### src/rtl/tern_pkg.sv
package tern_pkg;

    typedef logic [1:0] tern_t;

    localparam tern_t T_NULL = 2'b00;
    localparam tern_t T_D0   = 2'b01;
    localparam tern_t T_D1   = 2'b10;

    function automatic logic is_data(tern_t w);
        return (w == T_D0) || (w == T_D1);
    endfunction

    function automatic logic is_null(tern_t w);
        return w == T_NULL;
    endfunction

    function automatic tern_t from_bit(logic b);
        return b ? T_D1 : T_D0;
    endfunction

    function automatic logic to_bit(tern_t w);
        return w == T_D1;
    endfunction

endpackage

### src/rtl/tern_cmpl.sv
// Hysteretic completion detector: binary trees of AND nodes over the
// "is DATA" and "is NULL" flags, followed by a held state bit.
module tern_cmpl #(
    parameter int N = 8
) (
    input  logic         clk,
    input  logic         rst_n,
    input  logic [N-1:0] dat_in,
    input  logic [N-1:0] nul_in,
    output logic         done
);

    localparam int LVL    = (N > 1) ? $clog2(N) : 0;
    localparam int LEAVES = 1 << LVL;

    typedef struct packed {
        logic held;
    } cmpl_st_t;

    cmpl_st_t st_d, st_q;

    logic [2*LEAVES-1:1] all_dat_t;
    logic [2*LEAVES-1:1] all_nul_t;

    genvar g;
    generate
        for (g = 0; g < LEAVES; g++) begin : g_leaf
            if (g < N) begin : g_used
                assign all_dat_t[LEAVES+g] = dat_in[g];
                assign all_nul_t[LEAVES+g] = nul_in[g];
            end else begin : g_pad
                assign all_dat_t[LEAVES+g] = 1'b1;
                assign all_nul_t[LEAVES+g] = 1'b1;
            end
        end
        for (g = 1; g < LEAVES; g++) begin : g_node
            assign all_dat_t[g] = all_dat_t[2*g] & all_dat_t[2*g+1];
            assign all_nul_t[g] = all_nul_t[2*g] & all_nul_t[2*g+1];
        end
    endgenerate

    always_comb begin
        st_d      = st_q;
        done      = all_dat_t[1] | (st_q.held & ~all_nul_t[1]);
        st_d.held = done;
    end

    always_ff @(posedge clk or negedge rst_n) begin
        if (!rst_n) st_q <= '0;
        else        st_q <= st_d;
    end

endmodule

### src/rtl/tern_reg.sv
// Ternary register stage with per-wire hysteresis.
module tern_reg
    import tern_pkg::*;
#(
    parameter int    N       = 8,
    parameter tern_t RST_VAL = T_NULL
) (
    input  logic              clk,
    input  logic              rst_n,
    input  logic              ki,
    input  tern_t [N-1:0]     d,
    output tern_t [N-1:0]     q,
    output logic              cd
);

    typedef struct packed {
        tern_t [N-1:0] q;
    } reg_st_t;

    reg_st_t st_d, st_q;

    logic [N-1:0] d_dat, d_nul, q_dat, q_nul;
    logic         en;

    always_comb begin
        for (int i = 0; i < N; i++) begin
            d_dat[i] = is_data(d[i]);
            d_nul[i] = is_null(d[i]);
            q_dat[i] = is_data(st_q.q[i]);
            q_nul[i] = is_null(st_q.q[i]);
        end
    end

    tern_cmpl #(.N(N)) u_en (
        .clk(clk), .rst_n(rst_n), .dat_in(d_dat), .nul_in(d_nul), .done(en)
    );

    tern_cmpl #(.N(N)) u_cd (
        .clk(clk), .rst_n(rst_n), .dat_in(q_dat), .nul_in(q_nul), .done(cd)
    );

    always_comb begin
        st_d = st_q;
        for (int i = 0; i < N; i++) begin
            if (ki && en && is_null(st_q.q[i]) && is_data(d[i]))
                st_d.q[i] = d[i];
            else if (!ki && !en)
                st_d.q[i] = T_NULL;
        end
    end

    always_ff @(posedge clk or negedge rst_n) begin
        if (!rst_n) st_q.q <= {N{RST_VAL}};
        else        st_q   <= st_d;
    end

    assign q = st_q.q;

    genvar w;
    generate
        for (w = 0; w < N; w++) begin : g_chk

            no_illegal_q_chk: assert property (@(posedge clk) disable iff (!rst_n)
                q[w] != 2'b11);

            data_load_chk: assert property (@(posedge clk) disable iff (!rst_n)
                (q[w] != T_NULL && $past(q[w]) == T_NULL) |-> ($past(ki) && $past(en)));

            null_load_chk: assert property (@(posedge clk) disable iff (!rst_n)
                (q[w] == T_NULL && $past(q[w]) != T_NULL) |-> (!$past(ki) && !$past(en)));

            data_hold_chk: assert property (@(posedge clk) disable iff (!rst_n)
                ($past(q[w]) != T_NULL && q[w] != T_NULL) |-> (q[w] == $past(q[w])));
        end
    endgenerate

endmodule

### src/rtl/tern_nand_gate.sv
// K-input ternary NAND with input-complete evaluation and gated return to NULL.
module tern_nand_gate
    import tern_pkg::*;
#(
    parameter int K = 4
) (
    input  logic          clk,
    input  logic          rst_n,
    input  tern_t [K-1:0] a,
    input  logic          pn,
    output tern_t         f
);

    typedef struct packed {
        tern_t f;
    } gate_st_t;

    gate_st_t st_d, st_q;

    logic [K-1:0] a_dat, a_nul, a_bit;
    logic         e;

    always_comb begin
        for (int i = 0; i < K; i++) begin
            a_dat[i] = is_data(a[i]);
            a_nul[i] = is_null(a[i]);
            a_bit[i] = to_bit(a[i]);
        end
    end

    tern_cmpl #(.N(K)) u_e (
        .clk(clk), .rst_n(rst_n), .dat_in(a_dat), .nul_in(a_nul), .done(e)
    );

    always_comb begin
        st_d = st_q;
        if (e)
            st_d.f = from_bit(~&a_bit);
        else if (!pn)
            st_d.f = T_NULL;
    end

    always_ff @(posedge clk or negedge rst_n) begin
        if (!rst_n) st_q.f <= T_NULL;
        else        st_q   <= st_d;
    end

    assign f = st_q.f;


    no_illegal_f_chk: assert property (@(posedge clk) disable iff (!rst_n)
        f != 2'b11);

    eval_needs_e_chk: assert property (@(posedge clk) disable iff (!rst_n)
        (f != T_NULL && $past(f) == T_NULL) |-> $past(e));

    null_needs_both_chk: assert property (@(posedge clk) disable iff (!rst_n)
        (f == T_NULL && $past(f) != T_NULL) |-> (!$past(pn) && !$past(e)));

endmodule

### src/rtl/tern_di_stage.sv
// One delay-insensitive ternary pipeline stage:
// input register -> NAND gates per group -> output register.
module tern_di_stage
    import tern_pkg::*;
#(
    parameter int    IN_W    = 8,
    parameter int    GRP     = 4,
    parameter tern_t OUT_RST = T_NULL,
    localparam int   OUT_W   = IN_W / GRP
) (
    input  logic                 clk,
    input  logic                 rst_n,
    input  logic [2*IN_W-1:0]    in_tw,
    input  logic                 ki_in,
    output logic                 ko_out,
    output logic [2*OUT_W-1:0]   out_tw
);

    tern_t [IN_W-1:0]  in_w;
    tern_t [IN_W-1:0]  ir_q;
    tern_t [OUT_W-1:0] gf;
    tern_t [OUT_W-1:0] or_q;
    logic              ir_cd, or_cd, rfd_mid;
    logic              all_in_data;

    genvar i;
    generate
        for (i = 0; i < IN_W; i++) begin : g_in
            assign in_w[i] = in_tw[2*i +: 2];
        end
    endgenerate

    always_comb begin
        all_in_data = 1'b1;
        for (int k = 0; k < IN_W; k++)
            if (!is_data(in_w[k])) all_in_data = 1'b0;
    end

    tern_reg #(.N(IN_W), .RST_VAL(T_NULL)) u_in_reg (
        .clk(clk), .rst_n(rst_n), .ki(rfd_mid), .d(in_w), .q(ir_q), .cd(ir_cd)
    );

    generate
        for (i = 0; i < OUT_W; i++) begin : g_gate
            tern_nand_gate #(.K(GRP)) u_gate (
                .clk(clk), .rst_n(rst_n), .a(ir_q[i*GRP +: GRP]),
                .pn(rfd_mid), .f(gf[i])
            );
        end
    endgenerate

    tern_reg #(.N(OUT_W), .RST_VAL(OUT_RST)) u_out_reg (
        .clk(clk), .rst_n(rst_n), .ki(ki_in), .d(gf), .q(or_q), .cd(or_cd)
    );

    assign rfd_mid = ~or_cd;
    assign ko_out  = ~ir_cd;

    generate
        for (i = 0; i < OUT_W; i++) begin : g_out
            assign out_tw[2*i +: 2] = or_q[i];
        end
    endgenerate


    ko_fall_complete_chk: assert property (@(posedge clk) disable iff (!rst_n)
        $fell(ko_out) |-> $past(all_in_data));

    ko_fall_ready_chk: assert property (@(posedge clk) disable iff (!rst_n)
        $fell(ko_out) |-> $past(rfd_mid));

    out_fill_needs_ki_chk: assert property (@(posedge clk) disable iff (!rst_n)
        $rose(or_cd) |-> $past(ki_in));

endmodule

### config.mk
export PLATFORM = sky130hd
export DESIGN_NAME = tern_di_stage
export DESIGN_NICKNAME = d
export VERILOG_FILES = /design/src/rtl/tern_pkg.sv /design/src/rtl/tern_cmpl.sv /design/src/rtl/tern_reg.sv /design/src/rtl/tern_nand_gate.sv /design/src/rtl/tern_di_stage.sv
export SDC_FILE = /design/constraint.sdc
export NUM_CORES = 1
export LEC_CHECK = 0
export BUFFER_PORTS_ARGS = -buffer_cell sky130_fd_sc_hd__buf_2
export CAP_MARGIN = 15
export CORE_UTILIZATION = 50
export DETAILED_ROUTE_END_ITERATION = 10
export GPL_ROUTABILITY_DRIVEN = 0
export GPL_TIMING_DRIVEN = 0
export PLACE_DENSITY = 0.7
export SLEW_MARGIN = 20
export SYNTH_ARGS = -nofsm -noshare
export SYNTH_HDL_FRONTEND = slang
export SYNTH_SLANG_ARGS = --single-unit
### constraint.sdc
create_clock -name clk -period 3.44 [get_ports clk]
set_clock_uncertainty 0.1 [all_clocks]
set_input_delay 0.516 -clock clk [delete_from_list [all_inputs] [get_ports clk]]
set_output_delay 0.516 -clock clk [all_outputs]
set_load 0.005 [all_outputs]
; Word-level counts from Yosys, hierarchy flattened
; Index checks and enable logic that the tools add are counted.
; W data, S select, Z words.
[word_totals]
reg_bits = 30
elab_cells = 208
[op_classes]
n_eq_ne = 40
muxes = 17
n_bitwise = 52
n_reduce_logical = 81
[ops]
columns = op, count
row1 = $eq A2 B1 Y1 const B, 20
row2 = $eq A2 B2 Y1 const B, 20
row3 = $logic_not A2 Y1, 20
row4 = $and A1 B1 Y1, 38
row5 = $mux W2, 17
row6 = $logic_and A1 B1 Y1, 24
row7 = $reduce_bool A2 Y1, 12
row8 = $logic_or A1 B1 Y1, 20
row9 = $not A1 Y1, 8
row10 = $reduce_and A4 Y1, 2
row11 = $or A1 B1 Y1, 6
row12 = $logic_not A1 Y1, 3

; Logic depth before layout (Yosys ltp)
; Gate-level depths: netlist of the first run.
[logic_depth]
word_depth = 11
mapped_depth = 8
depth_no_buf = 7

; By module
; A second synthesis of the first run with hierarchy kept.
[hier_totals]
hier_cells = 236
hier_area_um2 = 2185.8
[modules_own_cells]
columns = mod, instances, cells_each, area_per_inst_um2, seq_area_each_um2
row1 = tern_reg at u_in_reg, 1, 127, 1171.1, 400.4
row2 = tern_nand_gate, 2, 23, 215.2, 50.0
row3 = tern_reg at u_out_reg, 1, 31, 286.5, 100.1
row4 = tern_cmpl at u_in_reg.u_cd ..., 2, 7, 60.1, 25.0
row5 = tern_cmpl at g_gate[0].u_gate.u_e ..., 2, 5, 47.5, 25.0
row6 = tern_cmpl at u_out_reg.u_cd ..., 2, 3, 37.5, 25.0
row7 = tern_di_stage, 1, 2, 7.5, 0.0

; Worst setup path before layout of the first run
; No wires, ideal clock.
[synth_path]
kind = input to register
startpoint = in in_tw[8]
endpoint = reg, netlist name u_in_reg.q[11]
t_arrival_ps = 1687
t_required_ps = 3198
path_slack_ps = 1511
cell_stages = 8
cell_sequence = inv_1 -> ha_1 -> nand4_2 -> or2_1 -> buf_6 -> buf_6 -> nand4_1 -> o311ai_2
[synth_via]
elab_chain_cells = 11
elab_cells_between_ends = 20
[synth_lines]
columns = item, line
row1 = "start, declared", tern_di_stage.sv:13  ; input logic [2*IN_W-1:0] in_tw,
row2 = $logic_not A2 Y1, tern_pkg.sv:14  ; return w == T_NULL;
row3 = $and A1 B1 Y1 (3 in series), tern_cmpl.sv:38  ; assign all_nul_t[g] = all_nul_t[2*g] & all_nul_t[2*g+1];
row4 = $not A1 Y1, tern_cmpl.sv:44  ; done = all_dat_t[1] | (st_q.held & ~all_nul_t[1]);
row5 = $and A1 B1 Y1, tern_cmpl.sv:44
row6 = $or A1 B1 Y1 *, tern_cmpl.sv:44
row7 = $logic_and A1 B1 Y1 (3 in series), tern_reg.sv:45  ; if (ki && en && is_null(st_q.q[i]) && is_data(d[i]))
row8 = $mux W2 / $reduce_bool A2 Y1 (equally long branches), --
; Mark *: on every way between the ends. The rest lies on a longest branch, timed or not.
; A chain may end at the register's enable or synchronous reset.

; Worst setup path in the final report of the first run
[layout_path]
startpoint = reg, netlist name u_in_reg.q[0]
endpoint = out ko_out
[layout_via]
elab_chain_cells = 8
elab_cells_between_ends = 14
[layout_lines]
columns = item, line
row1 = $logic_not A2 Y1, tern_pkg.sv:14
row2 = $and A1 B1 Y1 (3 in series), tern_cmpl.sv:38
row3 = $not A1 Y1, tern_cmpl.sv:44
row4 = $and A1 B1 Y1, tern_cmpl.sv:44
row5 = $or A1 B1 Y1 *, tern_cmpl.sv:44
row6 = net ir_cd, tern_di_stage.sv:23  ; logic ir_cd, or_cd, rfd_mid;
row7 = $not A1 Y1 *, tern_di_stage.sv:57  ; assign ko_out = ~ir_cd;
row8 = "end, declared", tern_di_stage.sv:15  ; output logic ko_out,
; Mark *: on every way through the listed nets, which the timed path passes. The rest lies on a longest branch.

==> results of run 1 <==
area by class of cell:
| type | instances | area (sq um) |
|---|---|---|
| Fill cell | 390 | 1660 |
| Multi-Input combinational cell | 143 | 1210 |
| Sequential cell | 30 | 751 |
| Inverter | 46 | 173 |
| Timing Repair Buffer | 23 | 115 |
| Buffer | 12 | 85.1 |
| Clock buffer | 6 | 82.6 |
| Tap cell | 50 | 62.6 |
layout by cell type (no fill, tap or decap), drive strengths merged:
cell	instances
dfrtp	30
nand4	26
a31o	2
o21ai	3
o311ai	16
inv	46
a31oi	2
nand2	10
o2bb2ai	4
clkbuf	7
a21boi	4
o221ai	16
or2	1
o21a	1
a21oi	4
o211ai	2
buf	34
nor2	4
a22o	4
ha	28
nand3	16
cells by family after synthesis:
| group | count (synthesis) |
|---|---|
| and+or+nand+nor | 57 |
| adders and majority gates | 28 |
| AOI/OAI and AO/OA | 58 |
| DFF | 30 |
| buffers and inverters | 58 |
cell usage after synthesis, types with 2 or more instances:
cell type,n,area (sq um)
inv_1,46,173
dfrtp_1,30,751
ha_1,28,350
nand4_1,25,156
nand3_1,16,80.1
o221ai_1,16,140
nand2_1,10,37.5
o311ai_2,9,146
buf_2,5,25.0
a22o_1,4,35.0
buf_6,4,45.0
o2bb2ai_1,4,35.0
o311ai_1,4,35.0
a21boi_0,3,22.5
a21oi_1,3,15.0
o311ai_0,3,26.3
a31o_2,2,17.5
a31oi_1,2,12.5
nor2_1,2,7.51
nor2_4,2,22.5
o211ai_1,2,15.0
o21ai_0,2,10.0
critical path: cells and delay by family (launching register included):
family | cells | cell delay (ps)
flip-flops | 1 | 410
AO/OA/AOI/OAI | 2 | 300
buffers and inverters | 3 | 260
adder cells (fa/ha/maj) | 1 | 240
AND/OR/NAND/NOR | 1 | 180
path summary, 6_finish.rpt:
check / cells past startpoint / from / to / slack [ps]
max reg2reg: 6 / u_in_reg.q[0] / g_gate[0].u_gate.f[0] / 1510
min reg2reg: 1 / g_gate[1].u_gate.f[0] / g_gate[1].u_gate.f[0] / 410
max: 7 / u_in_reg.q[0] / ko_out / 1150
max in group asynchronous: 1 / rst_n / u_in_reg.q[3] / 2620
min: 1 / rst_n / u_in_reg.q[11] / 170
min in group clk: 1 / g_gate[1].u_gate.f[0] / g_gate[1].u_gate.f[0] / 410
state kept, by name, summed over array words and instances (netlist names):
| name | count |
|---|---|
| u_in_reg.u_en.st_q | 1 |
| u_in_reg.q | 16 |
| u_out_reg.u_cd.st_q | 1 |
| u_in_reg.u_cd.st_q | 1 |
| u_out_reg.q | 4 |
| g_gate.u_gate.u_e.st_q | 2 |
| u_out_reg.u_en.st_q | 1 |
| g_gate.u_gate.f | 4 |
power groups by stage:
stage	Combinational [mW]	Clock (mW)	Sequential [mW]
floorplan	0.562	0	0.511
global placement	0.735	0	0.529
detailed placement	0.748	0	0.531
CTS	0.752	0.287	0.525
global route	0.843	0.300	0.539
finish	0.758	0.281	0.526
layer usage:
layer	wire length, um	share of wire, %
met5	0	0
met4	66	1.2
met3	298	5.6
met2	2350	44
met1	2630	49
per-stage QoR:
stage | utilization [%] | hold WS (ps)
6_report | 59.9 | 167
3_3_place_gp | 57.9 | 396
3_5_place_dp | 57.9 | 401
2_1_floorplan | - | 120
5_1_grt | 59.9 | 239
4_1_cts | 59.9 | 207
==> impl_metrics.env, run 1 <==
export IMPL_clk_latency_ps=280
export IMPL_cts_max_level=2
export IMPL_synth_top_family_by_area="compound AO/OA/AOI/OAI gates"
export IMPL_wirelength_um=5340
export IMPL_switchingPower_mw=0.665
export IMPL_drive_above_1_share_pct=20.8
export IMPL_p_per_area_nw_per_um2=631
export IMPL_slowest_delay_ps=410
export IMPL_setup_violations=0
export IMPL_start_util_pct=53.6
export IMPL_cts_path_max_buffers=2
export IMPL_port_buffers=23
export IMPL_synthSimpleGateAreaFrac_pct=14.5
export IMPL_stdcell_area_sq_um=2480
export IMPL_max_freq_mhz=436
export IMPL_drv_cap=0
export IMPL_num_antenna_cells=0
export IMPL_synthMuxAreaShare_pct=0
export IMPL_viasPerCell=6.14
export IMPL_dp_hpwl_um=3970
export IMPL_synth_fa_ha_area_share_pct=15.8
export IMPL_seqPwrFrac_pct=33.6
export IMPL_drt_iter0_drc=151
export IMPL_numCtsBuffers=5
export IMPL_syn_cell_area_sq_um=2220
export IMPL_cts_clk_slew_worst_paths_ps=60
export IMPL_cts_setup_buffers=0
export IMPL_min_period_ps=2290
export IMPL_place_ws_ps=1190
export IMPL_io_pin_count=24
export IMPL_tns_ps=0
export IMPL_start_kind="flip-flop"
export IMPL_dr_pass1_iters=4
export IMPL_cts_tree="yes"
export IMPL_cts_root_buf="clkbuf_8"
export IMPL_cts_hold_buf=0
export IMPL_cp_arrival_ps=1680
export IMPL_synth_xor_area_share_pct=0
export IMPL_cellInternalPower_mw=0.901
export IMPL_grtUsageTotal_pct=26.0
export IMPL_clkPwrFrac_pct=18.0
export IMPL_synth_flop_cell="dfrtp_1"
export IMPL_hold_path_class="primary input to asynchronous set/reset pin"
export IMPL_dieArea_sq_um=4710
export IMPL_slew_headroom_pct=54.5
export IMPL_fin_ws_ps=1150
export IMPL_row_count=23
export IMPL_status="complete, no violations"
export IMPL_slew_viol_final=0
export IMPL_vias=1904
export IMPL_cp_max_fo=4
export IMPL_die_width_um=68.6
export IMPL_grt_pass1_vias=1839
export IMPL_antenna_left=0
export IMPL_use_met2_pct=40.6
export IMPL_clock_sinks=30
export IMPL_synth_compound_area_share_pct=24.3
export IMPL_end_kind="output pin"
export IMPL_cp_slowest_cell="dfrtp_1"
export IMPL_vdd_drop_max_uv=311
export IMPL_final_cells=310
export IMPL_drc_errors=0
export IMPL_worstMarginPinSlew_ps=683
export IMPL_antenna_found_initial=0
export IMPL_post_route_period_util_pct=66.7
export IMPL_synth_seq_cells=30
export IMPL_place_inst=304
export IMPL_syn_inst=231
export IMPL_avgSynthCellArea_sq_um=9.61
export IMPL_die_h_um=68.6
export IMPL_use_met3_pct=4.61
export IMPL_grt_max_degree=31
export IMPL_fp_coreArea_sq_um=4140
export IMPL_placed_area_sq_um=2400
export IMPL_power_frac_comb_pct=48.4
export IMPL_grt_pass1_wl_um=8770
export IMPL_fin_nets=308
export IMPL_power_total_mw=1.57
export IMPL_syn_nets=278
export IMPL_grt_busiest_layer="met2"
export IMPL_hold_viol_final=0
export IMPL_use_met1_pct=36.4
export IMPL_rsz0062_at_grt="false"
export IMPL_grt_remaining_overflow=0
export IMPL_worstPathCellList="inv_1 -> ha_1 -> nand4_1 -> o21ai_0 -> o21ai_0 -> inv_1 -> buf_2"
export IMPL_drt_wirelength_per_cell_um=17.2
export IMPL_cts_repair_resized=0
export IMPL_yosysSeqAreaShare_pct=33.8
export IMPL_synth_distinct_cells=31
export IMPL_area_growth_pct=11.7
export IMPL_p_leak_nw=1.16
export IMPL_synth_edf_count=0
export IMPL_path_class="flip-flop to output pin"
export IMPL_synth_yosys_warnings=0
export IMPL_sw_frac_of_total_pct=42.5
export IMPL_cp_required_ps=2820
export IMPL_synthArstFlopShare_pct=100
(Power assumes the default switching activity.)
==> run 2, diff against run 1 <==
--- a/config.mk
+++ b/config.mk
@@ -5,6 +5,7 @@
 export SDC_FILE = /design/constraint.sdc
 export NUM_CORES = 1
 export LEC_CHECK = 0
+export ABC_AREA = 1
 export BUFFER_PORTS_ARGS = -buffer_cell sky130_fd_sc_hd__buf_2
 export CAP_MARGIN = 15
 export CORE_UTILIZATION = 50
==> constraint.sdc (replaced) <==
create_clock -name clk -period 2.25 [get_ports clk]
set_clock_uncertainty 0.1 [all_clocks]
set_input_delay 0.3375 -clock clk [delete_from_list [all_inputs] [get_ports clk]]
set_output_delay 0.3375 -clock clk [all_outputs]
set_load 0.005 [all_outputs]
==> impl_metrics.env, run 2 <==
export IMPL_status="complete, but fails checks"
export IMPL_violations="hold timing"
export IMPL_cp_startpoint="u_in_reg.q[15]"
export IMPL_min_period_ps=2040
export IMPL_synth_edf_count=0
export IMPL_viasPerCell=5.16
export IMPL_area_growth_pct=13.4
export IMPL_grt_pass1_vias=1574
export IMPL_wirelength_um=4220
export IMPL_clock_sinks=30
export IMPL_vias=1637
export IMPL_path_buf_inv=3
export IMPL_r2r_start="u_out_reg.q[0]"
export IMPL_slowest_delay_ps=380
export IMPL_synth_top_area_share_pct=37.7
export IMPL_start_kind="flip-flop"
export IMPL_rrSetupSlack_ps=530
export IMPL_synthArstFlopShare_pct=100
export IMPL_post_route_period_util_pct=90.5
export IMPL_start_util_pct=53.2
export IMPL_cts_clk_slew_worst_paths_ps=60
export IMPL_synth_flop_cell="dfrtp_1"
export IMPL_multiInputGateArea_sq_um=977
export IMPL_grt_pass1_wl_um=7090
export IMPL_fp_coreArea_sq_um=3740
export IMPL_die_width_um=65.1
export IMPL_antenna_found_initial=0
export IMPL_cts_setup_buffers=0
export IMPL_synth_seq_cells=30
export IMPL_synth_area_leaders="dfrtp_1, ha_1, inv_1, nand2_1, nand4_1"
export IMPL_avgSynthCellArea_sq_um=8.37
export IMPL_drt_iter0_drc=70
export IMPL_rsz0062_at_grt="false"
export IMPL_cp_max_fo=3
export IMPL_drt_wirelength_per_cell_um=13.3
export IMPL_synth_common_cells="inv_1, nand2_1, dfrtp_1, ha_1, nand3_1"
export IMPL_tns_ps=0
export IMPL_final_util_pct=60.3
export IMPL_synth_distinct_cells=23
export IMPL_worstMarginPinSlew_ps=685
export IMPL_worstPathCellList="inv_1 -> ha_1 -> nand4_1 -> o21ai_0 -> inv_1 -> buf_2"
export IMPL_cp_slowest_cell="dfrtp_1"
export IMPL_numCtsBuffers=5
export IMPL_max_freq_mhz=491
export IMPL_dp_hpwl_um=3160
export IMPL_seqCellArea_sq_um=751
export IMPL_syn_cell_area_sq_um=1990
export IMPL_slew_viol_final=0
export IMPL_regMostFlops="u_in_reg.q"
export IMPL_drv_cap=0
export IMPL_slew_headroom_pct=54.4
export IMPL_clk_latency_ps=280
export IMPL_grtUsageTotal_pct=22.7
export IMPL_most_common_layout_cells="inv_1, nand2_1, dfrtp_1"
export IMPL_die_h_um=65.1
export IMPL_cts_tree="yes"
export IMPL_grt_remaining_overflow=0
export IMPL_r2r_end="u_in_reg.q[12]"
export IMPL_end_kind="output pin"
export IMPL_p_leak_nw=1.28
export IMPL_hold_viol_final=30
export IMPL_final_common_cell="inv_1"
export IMPL_io_pin_count=24
export IMPL_place_ws_ps=439
export IMPL_grt_max_degree=31
export IMPL_setup_violations=0
export IMPL_hold_path_class="primary input to asynchronous set/reset pin"
export IMPL_holdWs_ps=-7.69
export IMPL_critical_path_most_common_cell="inv_1"
export IMPL_syn_nets=285
export IMPL_fin_nets=315
export IMPL_cp_num_cells=6
export IMPL_largest_reg_flops=16
export IMPL_cp_required_ps=1810
export IMPL_cts_root_buf="clkbuf_8"
export IMPL_syn_inst=238
export IMPL_fin_ws_ps=214
export IMPL_cp_top_family="flip-flops"
export IMPL_p_per_area_nw_per_um2=1000
export IMPL_cts_repair_resized=0
export IMPL_row_count=22
export IMPL_drive_above_1_share_pct=17.1
export IMPL_dr_pass1_iters=4
export IMPL_cts_max_level=2
export IMPL_num_fill_cells=368
export IMPL_worstSetupEndpoint="ko_out"
export IMPL_port_buffers=23
export IMPL_yosysTopAreaCell="dfrtp_1"
export IMPL_synth_most_common_cell="inv_1"
export IMPL_vdd_drop_max_uv=396
export IMPL_synth_yosys_warnings=0
export IMPL_cts_path_max_buffers=2
export IMPL_path_class="flip-flop to output pin"
export IMPL_dieArea_sq_um=4240
export IMPL_cts_hold_buf=0
export IMPL_yosysSeqAreaShare_pct=37.7
export IMPL_antenna_left=0
export IMPL_cp_arrival_ps=1600
export IMPL_num_antenna_cells=0
export IMPL_drc_errors=0
export IMPL_largestRegisters="u_in_reg.q x16, g_gate.u_gate.f x4, u_out_reg.q x4"
export IMPL_reg2reg_depth=8
==> run 2: cell count changes after synthesis, sizes merged, moves of 11 or more <==
cell / previous run / this run
nand3: 16 / 30
nand2: 10 / 47
inv: 46 / 57
o221ai: 16 / 0
o311ai: 16 / 0
==> run 2: stage by stage <==
step	std cells	instance area (sq um)	power, mW
4_1_cts	317	2260	2.29
3_5_place_dp	309	2170	1.83
5_1_grt	317	2260	2.48
6_report	317	2260	2.26
2_1_floorplan	238	1990	1.54
3_3_place_gp	309	2170	1.80
==> run 2: logic make-up after synthesis <==
logic type | synth area share [%]
flip-flops | 37.7
AND/OR/NAND/NOR | 28.3
adder cells (fa/ha/maj) | 17.6
buffers and inverters | 13.3
AO/OA/AOI/OAI | 3.20
==> run 2: worst min path at each step <==
stage	start	endpoint	slack (ps)	cells past startpoint
final	rst_n	u_out_reg.q[3]	-8	1
after global routing	rst_n	u_out_reg.q[3]	60	1
after CTS	rst_n	u_out_reg.q[3]	20	1
after detailed placement	rst_n	u_out_reg.q[3]	330	1
after global placement	rst_n	u_in_reg.q[14]	320	1
after floorplan	rst_n	g_gate[0].u_gate.f[0]	-60	0
==> run 2: area by class of cell <==
cell class              count  share of cell area (%)
multi-input cells         146                    43.3
inverters                  57                    9.47
plain buffers               5                    2.22
repair buffers             23                    5.10
well taps                  48                    2.66
clock inverters             1                   0.222
clock buffers               7                    3.82
flip-flops and latches     30                    33.2
==> run 2: power breakdown <==
| group | switching [mW] | internal (mW) | total, mW |
|---|---|---|---|
| sequential | 0.0906 | 0.707 | 0.797 |
| clock | 0.200 | 0.246 | 0.446 |
| combinational | 0.647 | 0.374 | 1.02 |
| total | 0.937 | 1.33 | 2.26 |
==> run 2: layer usage <==
metal	share of wire (%)	global-route usage, %	vias to the layer above
li1	-	-	831
met1	45	28.7	769
met2	49	37.4	32
met3	4.8	5.56	5
met4	1.4	8.70	0
met5	0	0	-
